File: src/rtl/adc_seq_pkg.sv
package adc_seq_pkg;

  localparam int ADDR_W = 5;

  typedef enum logic [1:0] {
    SRC_SOFT = 2'b00,
    SRC_PACE = 2'b01,
    SRC_EXT  = 2'b10,
    SRC_OFF  = 2'b11
  } trig_src_e;

  localparam logic [ADDR_W-1:0] OFS_RESULT = 5'h00;
  localparam logic [ADDR_W-1:0] OFS_STATUS = 5'h04;
  localparam logic [ADDR_W-1:0] OFS_PACE0  = 5'h08;
  localparam logic [ADDR_W-1:0] OFS_PACE1  = 5'h0C;
  localparam logic [ADDR_W-1:0] OFS_SWTRIG = 5'h14;
  localparam logic [ADDR_W-1:0] OFS_CTRL   = 5'h18;

  localparam int CTRL_IRQ_BIT = 2;
  localparam int CTRL_DMA_BIT = 3;

endpackage

File: src/rtl/adc_edge_sync.sv
module adc_edge_sync (
  input  logic clk,
  input  logic rst_n,
  input  logic async_i,
  output logic rise_o
);

  logic [2:0] sh_q;
  logic [2:0] sh_d;

  always_comb begin
    sh_d = {sh_q[1:0], async_i};
  end

  always_ff @(posedge clk or negedge rst_n) begin
    if (!rst_n) begin
      sh_q <= '0;
    end else begin
      sh_q <= sh_d;
    end
  end

  assign rise_o = sh_q[1] & ~sh_q[2];

  // an edge gives one pulse, never two in a row
  assert_one_pulse_R3: assert property (@(posedge clk) disable iff (!rst_n)
    rise_o |=> !rise_o)
    else $error("external edge produced a multi-cycle pulse");

endmodule

File: src/rtl/adc_pacer_stage.sv
module adc_pacer_stage #(
  parameter int CNT_W = 16
) (
  input  logic             clk,
  input  logic             rst_n,
  input  logic             run_i,
  input  logic             step_i,
  input  logic [CNT_W-1:0] reload_i,
  output logic             tick_o
);

  logic [CNT_W-1:0] cnt_q;
  logic [CNT_W-1:0] cnt_d;
  logic             at_last;

  assign at_last = (cnt_q == CNT_W'(1));

  always_comb begin
    cnt_d = cnt_q;
    if (!run_i) begin
      cnt_d = reload_i;
    end else if (step_i) begin
      cnt_d = at_last ? reload_i : (cnt_q - CNT_W'(1));
    end
  end

  always_ff @(posedge clk or negedge rst_n) begin
    if (!rst_n) begin
      cnt_q <= '0;
    end else begin
      cnt_q <= cnt_d;
    end
  end

  assign tick_o = run_i & step_i & at_last;

  // terminal count always leads to an automatic reload
  assert_reload_at_tc_R2: assert property (@(posedge clk) disable iff (!rst_n)
    tick_o |=> (cnt_q == $past(reload_i)))
    else $error("pacer stage did not reload at terminal count");

endmodule

File: src/rtl/adc_pacer.sv
module adc_pacer #(
  parameter int CNT_W  = 16,
  parameter int STAGES = 2
) (
  input  logic                    clk,
  input  logic                    rst_n,
  input  logic                    run_i,
  input  logic [STAGES*CNT_W-1:0] reload_i,
  output logic                    trig_o
);

  logic [STAGES:0] step;

  assign step[0] = 1'b1;

  for (genvar g = 0; g < STAGES; g++) begin : g_stage
    adc_pacer_stage #(.CNT_W(CNT_W)) u_stage (
      .clk      (clk),
      .rst_n    (rst_n),
      .run_i    (run_i),
      .step_i   (step[g]),
      .reload_i (reload_i[g*CNT_W +: CNT_W]),
      .tick_o   (step[g+1])
    );
  end

  assign trig_o = step[STAGES];

  // the pacer is silent while it is not selected
  assert_idle_when_stopped_R2: assert property (@(posedge clk) disable iff (!rst_n)
    !run_i |-> !trig_o)
    else $error("pacer fired while stopped");

endmodule

File: src/rtl/adc_conv_track.sv
module adc_conv_track #(
  parameter int CONV_MAX_CYC = 1000
) (
  input  logic clk,
  input  logic rst_n,
  input  logic trig_i,
  input  logic done_i,
  output logic start_o,
  output logic busy_o,
  output logic cpl_o,
  output logic ovr_o
);

  localparam int TMR_W = $clog2(CONV_MAX_CYC + 2);
  localparam logic [TMR_W-1:0] TMR_SAT = '1;

  logic             start_q, start_d;
  logic             busy_q, busy_d;
  logic [TMR_W-1:0] tmr_q, tmr_d;

  always_comb begin
    start_d = trig_i & ~busy_q;
    busy_d  = start_d | (busy_q & ~done_i);
    tmr_d   = '0;
    if (busy_q) begin
      tmr_d = (tmr_q == TMR_SAT) ? tmr_q : (tmr_q + TMR_W'(1));
    end
  end

  always_ff @(posedge clk or negedge rst_n) begin
    if (!rst_n) begin
      start_q <= 1'b0;
      busy_q  <= 1'b0;
      tmr_q   <= '0;
    end else begin
      start_q <= start_d;
      busy_q  <= busy_d;
      tmr_q   <= tmr_d;
    end
  end

  assign start_o = start_q;
  assign busy_o  = busy_q;
  assign cpl_o   = done_i & busy_q;
  assign ovr_o   = trig_i & busy_q;

  // a start pulse lasts one cycle
  assert_start_single_R1: assert property (@(posedge clk) disable iff (!rst_n)
    start_q |=> !start_q)
    else $error("start pulse wider than one cycle");

  // busy covers the start pulse
  assert_busy_with_start_R9: assert property (@(posedge clk) disable iff (!rst_n)
    start_q |-> busy_q)
    else $error("start issued without busy");

  // converter answers within the allowed window
  assert_conv_in_time_R9: assert property (@(posedge clk) disable iff (!rst_n)
    busy_q |-> (tmr_q <= TMR_W'(CONV_MAX_CYC)))
    else $error("conversion exceeded its time limit");

endmodule

File: src/rtl/adc_seq_ctrl.sv
module adc_seq_ctrl
  import adc_seq_pkg::*;
#(
  parameter int REG_W        = 16,
  parameter int DATA_W       = 12,
  parameter int CONV_MAX_CYC = 1000
) (
  input  logic              clk,
  input  logic              rst_n,
  input  logic              bus_wr,
  input  logic              bus_rd,
  input  logic [ADDR_W-1:0] bus_addr,
  input  logic [REG_W-1:0]  bus_wdata,
  output logic [REG_W-1:0]  bus_rdata,
  input  logic              ext_trig_i,
  output logic              adc_start_o,
  input  logic              adc_done_i,
  input  logic [DATA_W-1:0] adc_data_i,
  output logic              irq_o,
  output logic              dma_req_o
);

  localparam int STAGES = 2;

  // reset: asserted asynchronously, released on the clock
  logic [1:0] rs_q;
  logic       rst_sync_n;

  always_ff @(posedge clk or negedge rst_n) begin
    if (!rst_n) begin
      rs_q <= 2'b00;
    end else begin
      rs_q <= {rs_q[0], 1'b1};
    end
  end

  assign rst_sync_n = rs_q[1];

  // register state
  trig_src_e               src_q, src_d;
  logic                    irq_en_q, irq_en_d;
  logic                    dma_en_q, dma_en_d;
  logic [STAGES*REG_W-1:0] rel_q, rel_d;
  logic [DATA_W-1:0]       data_q, data_d;
  logic                    ready_q, ready_d;
  logic                    ovr_q, ovr_d;
  logic                    dma_q, dma_d;
  logic [REG_W-1:0]        rdata_q, rdata_d;

  // decoded accesses
  logic wr_ctrl, wr_p0, wr_p1, wr_sw, rd_result, rd_status;

  assign wr_ctrl   = bus_wr & (bus_addr == OFS_CTRL);
  assign wr_p0     = bus_wr & (bus_addr == OFS_PACE0);
  assign wr_p1     = bus_wr & (bus_addr == OFS_PACE1);
  assign wr_sw     = bus_wr & (bus_addr == OFS_SWTRIG);
  assign rd_result = bus_rd & (bus_addr == OFS_RESULT);
  assign rd_status = bus_rd & (bus_addr == OFS_STATUS);

  // trigger sources
  logic ext_rise, pace_trig, trig;
  logic busy, cpl, ovr_hit;

  adc_edge_sync u_ext_sync (
    .clk     (clk),
    .rst_n   (rst_sync_n),
    .async_i (ext_trig_i),
    .rise_o  (ext_rise)
  );

  adc_pacer #(.CNT_W(REG_W), .STAGES(STAGES)) u_pacer (
    .clk      (clk),
    .rst_n    (rst_sync_n),
    .run_i    (src_q == SRC_PACE),
    .reload_i (rel_q),
    .trig_o   (pace_trig)
  );

  always_comb begin
    unique case (src_q)
      SRC_SOFT: trig = wr_sw;
      SRC_PACE: trig = pace_trig;
      SRC_EXT:  trig = ext_rise;
      default:  trig = 1'b0;
    endcase
  end

  adc_conv_track #(.CONV_MAX_CYC(CONV_MAX_CYC)) u_track (
    .clk     (clk),
    .rst_n   (rst_sync_n),
    .trig_i  (trig),
    .done_i  (adc_done_i),
    .start_o (adc_start_o),
    .busy_o  (busy),
    .cpl_o   (cpl),
    .ovr_o   (ovr_hit)
  );

  // next state
  always_comb begin
    src_d    = src_q;
    irq_en_d = irq_en_q;
    dma_en_d = dma_en_q;
    rel_d    = rel_q;
    if (wr_ctrl) begin
      src_d    = trig_src_e'(bus_wdata[1:0]);
      irq_en_d = bus_wdata[CTRL_IRQ_BIT];
      dma_en_d = bus_wdata[CTRL_DMA_BIT];
    end
    if (wr_p0) rel_d[0 +: REG_W]     = bus_wdata;
    if (wr_p1) rel_d[REG_W +: REG_W] = bus_wdata;

    data_d  = cpl ? adc_data_i : data_q;
    ready_d = cpl ? 1'b1 : (rd_result ? 1'b0 : ready_q);
    ovr_d   = ovr_hit ? 1'b1 : (rd_status ? 1'b0 : ovr_q);
    dma_d   = cpl & dma_en_q;

    rdata_d = rdata_q;
    if (bus_rd) begin
      unique case (bus_addr)
        OFS_RESULT: rdata_d = {{(REG_W-DATA_W){1'b0}}, data_q};
        OFS_STATUS: rdata_d = {{(REG_W-3){1'b0}}, busy, ovr_q, ready_q};
        OFS_PACE0:  rdata_d = rel_q[0 +: REG_W];
        OFS_PACE1:  rdata_d = rel_q[REG_W +: REG_W];
        OFS_CTRL:   rdata_d = {{(REG_W-4){1'b0}}, dma_en_q, irq_en_q, src_q};
        default:    rdata_d = '0;
      endcase
    end
  end

  // registers
  always_ff @(posedge clk or negedge rst_sync_n) begin
    if (!rst_sync_n) begin
      src_q    <= SRC_SOFT;
      irq_en_q <= 1'b0;
      dma_en_q <= 1'b0;
      rel_q    <= '0;
      data_q   <= '0;
      ready_q  <= 1'b0;
      ovr_q    <= 1'b0;
      dma_q    <= 1'b0;
      rdata_q  <= '0;
    end else begin
      src_q    <= src_d;
      irq_en_q <= irq_en_d;
      dma_en_q <= dma_en_d;
      rel_q    <= rel_d;
      data_q   <= data_d;
      ready_q  <= ready_d;
      ovr_q    <= ovr_d;
      dma_q    <= dma_d;
      rdata_q  <= rdata_d;
    end
  end

  assign bus_rdata = rdata_q;
  assign dma_req_o = dma_q;
  assign irq_o     = ready_q & irq_en_q & ~dma_en_q;

  // a trigger while busy leaves the overrun bit set
  assert_ovr_sticky_R4: assert property (@(posedge clk) disable iff (!rst_sync_n)
    ovr_hit |=> ovr_q)
    else $error("overrun not recorded");

  // an accepted completion sets ready
  assert_ready_on_cpl_R5: assert property (@(posedge clk) disable iff (!rst_sync_n)
    cpl |=> ready_q)
    else $error("ready not set after completion");

  // a result read with no new completion drops the interrupt
  assert_irq_drop_R6: assert property (@(posedge clk) disable iff (!rst_sync_n)
    (rd_result && !cpl) |=> !irq_o)
    else $error("interrupt held after result read");

  // a DMA request is a single-cycle pulse
  assert_dma_single_R7: assert property (@(posedge clk) disable iff (!rst_sync_n)
    dma_req_o |=> !dma_req_o)
    else $error("DMA request wider than one cycle");

  // with the source off no start follows
  assert_off_quiet_R8: assert property (@(posedge clk) disable iff (!rst_sync_n)
    (src_q == SRC_OFF) |=> !adc_start_o)
    else $error("start issued with source off");

endmodule

File: config.mk
export PLATFORM = sky130hd
export DESIGN_NAME = adc_seq_ctrl
export DESIGN_NICKNAME = d
export VERILOG_FILES = /design/src/rtl/adc_seq_pkg.sv /design/src/rtl/adc_edge_sync.sv /design/src/rtl/adc_pacer_stage.sv /design/src/rtl/adc_pacer.sv /design/src/rtl/adc_conv_track.sv /design/src/rtl/adc_seq_ctrl.sv
export SDC_FILE = /design/constraint.sdc
export NUM_CORES = 1
export LEC_CHECK = 0
export BUFFER_PORTS_ARGS = -buffer_cell sky130_fd_sc_hd__buf_4
export CAP_MARGIN = 20
export CORE_MARGIN = 8
export CORE_UTILIZATION = 58
export DETAILED_ROUTE_END_ITERATION = 8
export GPL_TIMING_DRIVEN = 0
export PLACE_DENSITY = 0.8
export SLEW_MARGIN = 20
export SYNTH_ARGS = -nofsm -noshare
export SYNTH_HDL_FRONTEND = slang
export SYNTH_SLANG_ARGS = --single-unit
File: constraint.sdc
create_clock -name clk -period 3.8 [get_ports clk]
set_input_delay 0.57 -clock clk [delete_from_list [all_inputs] [get_ports clk]]
set_output_delay 0.57 -clock clk [all_outputs]
set_load 0.005 [all_outputs]
==> results of run 1 <==
[layer usage]
| metal | GRT usage [%] | routed length (um) | vias to the layer above |
|---|---|---|---|
| met4 | 7.43 | 286 | 0 |
| met5 | 0 | 0 | - |
| met3 | 5.70 | 931 | 29 |
| met2 | 33.2 | 5770 | 140 |
| li1 | - | - | 1752 |
| met1 | 26.4 | 5050 | 1846 |
[power breakdown]
part,total (mW),leakage (nW),switching (mW),internal [mW]
clock,0.746,0.101,0.372,0.373
combinational,1.02,1.28,0.511,0.513
sequential,1.74,1.35,0.324,1.42
[worst reg2reg max path: stages, from the launching register on]
cell and delay (ns):
sky130_fd_sc_hd__dfrtp_1 0.44, sky130_fd_sc_hd__inv_1 0.11, sky130_fd_sc_hd__ha_1 0.17, sky130_fd_sc_hd__nor4b_1 0.23, sky130_fd_sc_hd__nand4_1 0.23, sky130_fd_sc_hd__nand2_2 0.16
sky130_fd_sc_hd__buf_12 0.16, sky130_fd_sc_hd__buf_12 0.14, sky130_fd_sc_hd__mux2i_1 0.20, sky130_fd_sc_hd__o2bb2ai_1 0.09
[cell usage in the layout, fill, tap and decap left out, drive strengths merged, types with 3 or more instances in the layout]
cell type,Yosys,layout
nor2b,4,4
nor3,15,15
nand2,40,40
mux2,48,48
xnor2,7,7
o22ai,16,16
inv,27,27
nand3,5,5
mux2i,27,27
nor2,24,24
nor4,9,9
mux4,3,3
nand4,5,5
dfrtp,106,106
and3,3,3
a21oi,10,10
ha,4,4
a22oi,6,6
buf,18,74
o2bb2ai,11,11
xor2,5,5
nor4b,3,3
clkbuf,4,16
o21ai,34,34
[cell type report]
cell class                      count  area (sq um)  share of cell area, %
Sequential cell                   106          2660                   44.8
Multi-Input combinational cell    299          2220                   37.5
Timing Repair Buffer               57           450                   7.60
Buffer                             22           151                   2.55
Clock buffer                       12           135                   2.28
Tap cell                          108           135                   2.28
Inverter                           27           101                   1.71
Clock inverter                      4          76.3                   1.29
[path summary, 6_finish.rpt]
path | cells past startpoint | to
worst max-delay path | 9 | u_pacer.g_stage[1].u_stage.cnt_q[11]$_DFFE_PN0P_
min in group asynchronous | 0 | rel_q[24]$_DFFE_PN0P_
worst min-delay path | 1 | u_ext_sync.sh_q[0]$_DFF_PN0_
worst min register to register | 0 | rel_q[24]$_DFFE_PN0P_
worst max register to register | 9 | u_pacer.g_stage[1].u_stage.cnt_q[11]$_DFFE_PN0P_
max in group asynchronous | 1 | bus_rdata[2]$_DFFE_PN0P_
[metrics by stage]
stage / power [mW] / setup WS, ns
floorplan: 2.44 / 0.629
global placement: 2.69 / -0.404
detailed placement: 2.76 / 1.57
CTS: 3.51 / 1.77
global route: 3.70 / 1.55
finish: 3.51 / 1.76
[registers in the layout (all words and copies together) (netlist names), 2 cells and up]
name                           flops
bus_rdata                         16
rel_q                             32
u_ext_sync.sh_q                    3
u_pacer.g_stage.u_stage.cnt_q     32
data_q                            12
src_q                              2
rs_q                               2
[logic make-up after synthesis]
family          count (synthesis)  synth area share [%]
compound gates                 85                  10.3
xor+xnor                       12                  2.05
fa+ha+maj                       4                 0.976
buf+inv                        49                  4.93
flops                         106                  51.7
mux                            78                  17.1
other cells                     1                0.0731
simple gates                  119                  12.8
[timing repair]
action	4_1_cts	5_1_grt
endpoints found under the hold margin	2	0
gates resized for setup	0	0
hold buffers	1	0
==> run_summary.xml, run 1 <==
<?xml version="1.0" encoding="UTF-8"?>
<metrics>
  <group name="run">
    <metric name="cap_violations" unit="">0</metric>
  </group>
  <group name="setup_path">
    <metric name="worst-endpoint-arrival" unit="ns">2.30</metric>
    <metric name="critical-path-top-cell-by-count" unit="">sky130_fd_sc_hd__buf_12</metric>
    <metric name="crit_path_max_fanout" unit="">10</metric>
    <metric name="end_kind" unit="">flop</metric>
    <metric name="cp_num_buf_inv" unit="">3</metric>
    <metric name="cp_cell_sequence" unit="">inv_1 &gt; ha_1 &gt; nor4b_1 &gt; nand4_1 &gt; nand2_2 &gt; buf_12 &gt; buf_12 &gt; mux2i_1 &gt; o2bb2ai_1</metric>
    <metric name="crit_required" unit="ns">4.06</metric>
    <metric name="critical_path.startpoint_type" unit="">flop</metric>
    <metric name="worst_path_max_delay_cell" unit="">sky130_fd_sc_hd__dfrtp_1</metric>
    <metric name="startpoint" unit="">u_pacer.g_stage[1].u_stage.cnt_q[1]$_DFFE_PN0P_</metric>
    <metric name="crit_type" unit="">flop to flop</metric>
    <metric name="worst-r2r-setup-slack" unit="ns">1.76</metric>
    <metric name="cpPeakStageDelay" unit="ns">0.44</metric>
    <metric name="r2r-start" unit="">u_pacer.g_stage[1].u_stage.cnt_q[1]$_DFFE_PN0P_</metric>
    <metric name="timing.critical_path.max_delay_family" unit="">simple AND/OR/NAND/NOR gates</metric>
  </group>
  <group name="clock_tree">
    <metric name="cts_inserted_buffers" unit="">9</metric>
    <metric name="cts_sinks" unit="">106</metric>
    <metric name="clock_latency_at_the_later_pin_of_the_worst_skew_pair" unit="ns">0.37</metric>
    <metric name="cts_tree" unit="">built</metric>
    <metric name="cts.reportedPaths.clkPinSlew" unit="ns">0.09</metric>
    <metric name="postCtsSetupRepairBufs" unit="">0</metric>
    <metric name="cts_max_level" unit="">3</metric>
    <metric name="clock_tree.root_cell" unit="">sky130_fd_sc_hd__clkbuf_8</metric>
    <metric name="ctsLongestPathBuffers" unit="">2</metric>
  </group>
  <group name="logic_synthesis">
    <metric name="synth_flop_cell" unit="">sky130_fd_sc_hd__dfrtp_1</metric>
    <metric name="synthMostInstantiatedCell" unit="">sky130_fd_sc_hd__dfrtp_1</metric>
    <metric name="ys.warnings.count" unit="">0</metric>
    <metric name="synth.net_count" unit="">497</metric>
    <metric name="yosysTopAreaCellShare" unit="%">51.7</metric>
    <metric name="synth.distinct_cells" unit="">53</metric>
    <metric name="synth_area_leader_cell" unit="">sky130_fd_sc_hd__dfrtp_1</metric>
    <metric name="syn_area" unit="sq um">5130</metric>
    <metric name="syn_area_per_cell" unit="sq um">11.3</metric>
    <metric name="synth_top_cells_by_area" unit="">sky130_fd_sc_hd__dfrtp_1, sky130_fd_sc_hd__mux2_2, sky130_fd_sc_hd__mux2i_1, sky130_fd_sc_hd__o21ai_0, sky130_fd_sc_hd__nand2_1</metric>
    <metric name="postSynthRegisterBits" unit="">106</metric>
    <metric name="synth_edf_count" unit="">0</metric>
    <metric name="synthTopCellsByCount" unit="">sky130_fd_sc_hd__dfrtp_1, sky130_fd_sc_hd__mux2_2, sky130_fd_sc_hd__nand2_1</metric>
    <metric name="sequential_fraction_of_the_synthesis_area" unit="%">51.7</metric>
    <metric name="asyncSetResetFlopFracSynth" unit="%">100</metric>
    <metric name="postSynthCellCount" unit="">454</metric>
  </group>
  <group name="power_and_ir_drop">
    <metric name="power_density" unit="nW/um^2">592</metric>
    <metric name="power.static_leakage" unit="nW">2.73</metric>
    <metric name="vdd.ir_drop.worst" unit="mV">0.324</metric>
  </group>
  <group name="hold_path">
    <metric name="hold_path_startpoint" unit="">ext_trig_i</metric>
    <metric name="hold_path.class" unit="">primary input to flop</metric>
  </group>
  <group name="floorplanning">
    <metric name="chipWidth" unit="um">110</metric>
    <metric name="chipHeight" unit="um">110</metric>
    <metric name="design.core.area" unit="sq um">8640</metric>
    <metric name="io-pin-count" unit="">58</metric>
    <metric name="design.die.area" unit="sq um">12100</metric>
    <metric name="initial_utilization" unit="%">59.4</metric>
    <metric name="standard_cell_row_count" unit="">34</metric>
  </group>
  <group name="global_route">
    <metric name="antenna_found_initial" unit="">0</metric>
    <metric name="grt_first_pass_wirelength" unit="um">19400</metric>
    <metric name="grt_remaining_overflow" unit="">0</metric>
    <metric name="first_global_vias" unit="">3853</metric>
    <metric name="grt_max_degree" unit="">58</metric>
    <metric name="globalRouteTotalUtil" unit="%">20.7</metric>
  </group>
  <group name="routing">
    <metric name="drt_iter0_markers" unit="">293</metric>
    <metric name="drt_pre_antenna_iters" unit="">5</metric>
    <metric name="route.detailed.wl_per_inst" unit="um">19.0</metric>
    <metric name="drc" unit="">0</metric>
    <metric name="num_vias" unit="">3767</metric>
    <metric name="drt_wl_total" unit="um">12000</metric>
    <metric name="via_per_inst" unit="">5.93</metric>
    <metric name="detail-route-antenna-nets" unit="">0</metric>
  </group>
  <group name="finish">
    <metric name="layout.cell_area.non_filler" unit="sq um">5930</metric>
    <metric name="layout.cells.non_filler" unit="">635</metric>
    <metric name="design.final.nets" unit="">565</metric>
    <metric name="layout_overhead_on_the_synthesized_area" unit="%">15.6</metric>
    <metric name="fillCellCount" unit="">659</metric>
    <metric name="post-route-util" unit="%">68.7</metric>
    <metric name="antenna_cells_inserted" unit="">0</metric>
    <metric name="final_layout_size_suffix_gt1_share" unit="%">28.5</metric>
  </group>
  <group name="timing">
    <metric name="max-slew-margin-rel" unit="%">57.4</metric>
    <metric name="setup_repair_after_global_routing_missed_its_margin" unit="">false</metric>
    <metric name="setup_viol_count_final" unit="">0</metric>
    <metric name="worst_hold_slack" unit="ns">0.300</metric>
    <metric name="post-route-period-util" unit="%">53.7</metric>
    <metric name="finalMaxSlewViolations" unit="">0</metric>
    <metric name="tightestPinTransition" unit="ns">0.639</metric>
    <metric name="finClkSkew" unit="ns">0.00775</metric>
    <metric name="timing_hold_violations_final" unit="">0</metric>
    <metric name="max_clock_freq" unit="GHz">0.490</metric>
    <metric name="setup_total_negative_slack" unit="ns">0</metric>
    <metric name="fin_crit" unit="ns">2.04</metric>
  </group>
  <group name="placement">
    <metric name="dp.cells" unit="">618</metric>
    <metric name="numPortBuffers" unit="">55</metric>
    <metric name="place_congestion" unit="">0.871</metric>
    <metric name="dp.final_hpwl" unit="um">8970</metric>
    <metric name="detailed_place.area" unit="sq um">5710</metric>
  </group>
  <group name="status">
    <metric name="outcome" unit="">complete, no violations</metric>
  </group>
</metrics>
(Power assumes the default switching activity.)
==> inputs of run 2 (changes only) <==
==> constraint.sdc (replaced) <==
create_clock -name clk -period 2 [get_ports clk]
set_input_delay 0.3 -clock clk [delete_from_list [all_inputs] [get_ports clk]]
set_output_delay 0.3 -clock clk [all_outputs]
set_load 0.005 [all_outputs]
==> run 2 against run 1 <==
Against the previous run:
- via count up 4.6%
- utilization rose by 1.9 points
- highest routed layer unchanged
- fmax is 0.20% higher
- the run now ends with negative setup slack left
- sequential cell count unchanged
- count of clock-buffer cells in the layout decreased by 2
- critical path depth is 2 lower
- routed wire length is 4.3% higher
- non-clock buffer count increased by 8
- sequential power is 94% higher
==> run_summary.xml, run 2 (same netlist as run 1, synthesis figures left out) <==
<?xml version="1.0" encoding="UTF-8"?>
<metrics>
  <group name="finish">
    <metric name="final_cell_mix" unit="">sky130_fd_sc_hd__dfrtp_1, sky130_fd_sc_hd__buf_4, sky130_fd_sc_hd__mux2_2</metric>
    <metric name="antenna_cells_inserted" unit="">0</metric>
    <metric name="final_layout_size_suffix_gt1_share" unit="%">32.2</metric>
    <metric name="layout.cells.non_filler" unit="">642</metric>
    <metric name="post-route-util" unit="%">70.6</metric>
    <metric name="layout_overhead_on_the_synthesized_area" unit="%">18.9</metric>
    <metric name="multi_input_area" unit="sq um">2310</metric>
    <metric name="fillCellCount" unit="">646</metric>
    <metric name="design.final.nets" unit="">573</metric>
    <metric name="layout.cell_area.non_filler" unit="sq um">6100</metric>
    <metric name="layout_commonest_cell" unit="">sky130_fd_sc_hd__dfrtp_1</metric>
    <metric name="register_area" unit="sq um">2660</metric>
  </group>
  <group name="timing">
    <metric name="worst_hold_slack" unit="ns">0.0293</metric>
    <metric name="max_clock_freq" unit="GHz">0.491</metric>
    <metric name="timing_hold_violations_final" unit="">0</metric>
    <metric name="max-slew-margin-rel" unit="%">53.3</metric>
    <metric name="setup_total_negative_slack" unit="ns">-0.0904</metric>
    <metric name="finalMaxSlewViolations" unit="">0</metric>
    <metric name="post-route-period-util" unit="%">102</metric>
    <metric name="tightestPinTransition" unit="ns">0.701</metric>
    <metric name="fin_crit" unit="ns">2.04</metric>
    <metric name="setup_repair_after_global_routing_missed_its_margin" unit="">true</metric>
    <metric name="finClkSkew" unit="ns">0.0105</metric>
    <metric name="worst_slack" unit="ns">-0.0380</metric>
    <metric name="setup_viol_count_final" unit="">4</metric>
  </group>
  <group name="hold_path">
    <metric name="timing.hold.worst_endpoint" unit="">u_ext_sync.sh_q[0]$_DFF_PN0_</metric>
    <metric name="hold_path.class" unit="">primary input to flop</metric>
    <metric name="hold_path_startpoint" unit="">ext_trig_i</metric>
    <metric name="hold-path-cell-count" unit="">1</metric>
  </group>
  <group name="setup_path">
    <metric name="critical_path.reg2reg.endpoint" unit="">u_pacer.g_stage[1].u_stage.cnt_q[15]$_DFFE_PN0P_</metric>
    <metric name="crit_path_max_fanout" unit="">10</metric>
    <metric name="critical_path.startpoint_type" unit="">flop</metric>
    <metric name="worst-endpoint-arrival" unit="ns">2.30</metric>
    <metric name="crit_required" unit="ns">2.26</metric>
    <metric name="end_kind" unit="">flop</metric>
    <metric name="worst-r2r-setup-slack" unit="ns">-0.04</metric>
    <metric name="worst_r2r_path_depth" unit="">7</metric>
    <metric name="r2r-start" unit="">u_pacer.g_stage[1].u_stage.cnt_q[6]$_DFFE_PN0P_</metric>
    <metric name="startpoint" unit="">u_pacer.g_stage[1].u_stage.cnt_q[6]$_DFFE_PN0P_</metric>
    <metric name="crit_type" unit="">flop to flop</metric>
  </group>
  <group name="floorplanning">
    <metric name="chipWidth" unit="um">110</metric>
    <metric name="design.core.area" unit="sq um">8640</metric>
    <metric name="design.die.area" unit="sq um">12100</metric>
    <metric name="standard_cell_row_count" unit="">34</metric>
    <metric name="io-pin-count" unit="">58</metric>
    <metric name="chipHeight" unit="um">110</metric>
    <metric name="initial_utilization" unit="%">59.4</metric>
  </group>
  <group name="run">
    <metric name="cap_violations" unit="">0</metric>
  </group>
  <group name="routing">
    <metric name="drt_wl_total" unit="um">12600</metric>
    <metric name="num_vias" unit="">3940</metric>
    <metric name="detail-route-antenna-nets" unit="">0</metric>
    <metric name="drc" unit="">0</metric>
    <metric name="route.detailed.wl_per_inst" unit="um">19.6</metric>
    <metric name="via_per_inst" unit="">6.14</metric>
    <metric name="drt_pre_antenna_iters" unit="">5</metric>
    <metric name="drt_iter0_markers" unit="">311</metric>
  </group>
  <group name="global_route">
    <metric name="first_global_vias" unit="">3887</metric>
    <metric name="globalRouteTotalUtil" unit="%">20.9</metric>
    <metric name="grt_remaining_overflow" unit="">0</metric>
    <metric name="grt_first_pass_wirelength" unit="um">19600</metric>
    <metric name="grt_max_degree" unit="">54</metric>
    <metric name="antenna_found_initial" unit="">0</metric>
  </group>
  <group name="power_and_ir_drop">
    <metric name="power_density" unit="nW/um^2">1140</metric>
    <metric name="power.static_leakage" unit="nW">2.79</metric>
    <metric name="vdd.ir_drop.worst" unit="mV">0.763</metric>
    <metric name="power" unit="mW">6.95</metric>
  </group>
  <group name="clock_tree">
    <metric name="clock_tree.root_cell" unit="">sky130_fd_sc_hd__clkbuf_8</metric>
    <metric name="clock_latency_at_the_later_pin_of_the_worst_skew_pair" unit="ns">0.38</metric>
    <metric name="cts_inserted_buffers" unit="">9</metric>
    <metric name="cts_tree" unit="">built</metric>
    <metric name="cts_sinks" unit="">106</metric>
    <metric name="ctsLongestPathBuffers" unit="">2</metric>
    <metric name="cts.reportedPaths.clkPinSlew" unit="ns">0.10</metric>
    <metric name="cts_max_level" unit="">3</metric>
  </group>
  <group name="placement">
    <metric name="dp.final_hpwl" unit="um">8790</metric>
    <metric name="detailed_place.area" unit="sq um">5710</metric>
    <metric name="place_congestion" unit="">0.892</metric>
    <metric name="dp.cells" unit="">618</metric>
    <metric name="numPortBuffers" unit="">55</metric>
    <metric name="post-place-ws" unit="ns">-0.0662</metric>
  </group>
  <group name="status">
    <metric name="failed_checks" unit="">negative setup slack</metric>
    <metric name="outcome" unit="">complete, but fails checks</metric>
  </group>
</metrics>
run 2: cell count changes in the layout (fill, tap and decap cells not counted), sizes merged:
cell	before	now
buf	74	81
clkbuf	16	15
clkinv	1	2
run 2: area by class of cell:
cell class	instances	area share [%]
clock inverters	5	1.33
inverters	27	1.66
well taps	108	2.22
multi-input cells	299	38.0
clock buffers	10	2.09
plain buffers	22	2.59
flip-flops and latches	106	43.6
repair buffers	65	8.58
run 2: how the worst max path moves through the flow:
| stage | endpoint | slack (ns) |
|---|---|---|
| final | u_pacer.g_stage[1].u_stage.cnt_q[15]$_DFFE_PN0P_ | -0.04 |
| after global routing | u_pacer.g_stage[1].u_stage.cnt_q[11]$_DFFE_PN0P_ | -0.14 |
| after CTS | u_pacer.g_stage[1].u_stage.cnt_q[11]$_DFFE_PN0P_ | 0.04 |
| after detailed placement | u_pacer.g_stage[0].u_stage.cnt_q[13]$_DFF_PN0_ | -0.07 |
| after global placement | u_track.start_o$_DFF_PN0_ | -0.35 |
| after floorplan | bus_rdata[0]$_DFFE_PN0P_ | 0.22 |
run 2: worst max-delay path: stages, from the launching register on:
cell	delay (ns)
sky130_fd_sc_hd__dfrtp_1	0.47
sky130_fd_sc_hd__nor4_4	0.42
sky130_fd_sc_hd__nand4_1	0.26
sky130_fd_sc_hd__nand2_2	0.18
sky130_fd_sc_hd__buf_12	0.12
sky130_fd_sc_hd__buf_12	0.13
sky130_fd_sc_hd__mux2i_1	0.25
sky130_fd_sc_hd__o2bb2ai_1	0.11
run 2: metal layers:
| layer | global-route usage (%) | routed length (um) | vias to the layer above |
|---|---|---|---|
| li1 | - | - | 1773 |
| met1 | 26.9 | 5120 | 1955 |
| met2 | 32.9 | 6060 | 179 |
| met3 | 6.74 | 1090 | 33 |
| met4 | 6.56 | 298 | 0 |
| met5 | 0 | 0 | - |
run 2: what timing repair did:
item                                    CTS  global route
hold buffers                              1             0
resized for setup                         4            18
endpoints found under the hold margin     2             0
pin swaps                                 3             6
endpoints found under the setup margin   16            20
setup buffers                             0             8
run 2: power by group:
part	internal (mW)	switching [mW]
Sequential	2.69	0.685
Clock	0.699	0.706
Combinational	1.10	1.07
Total	4.49	2.46
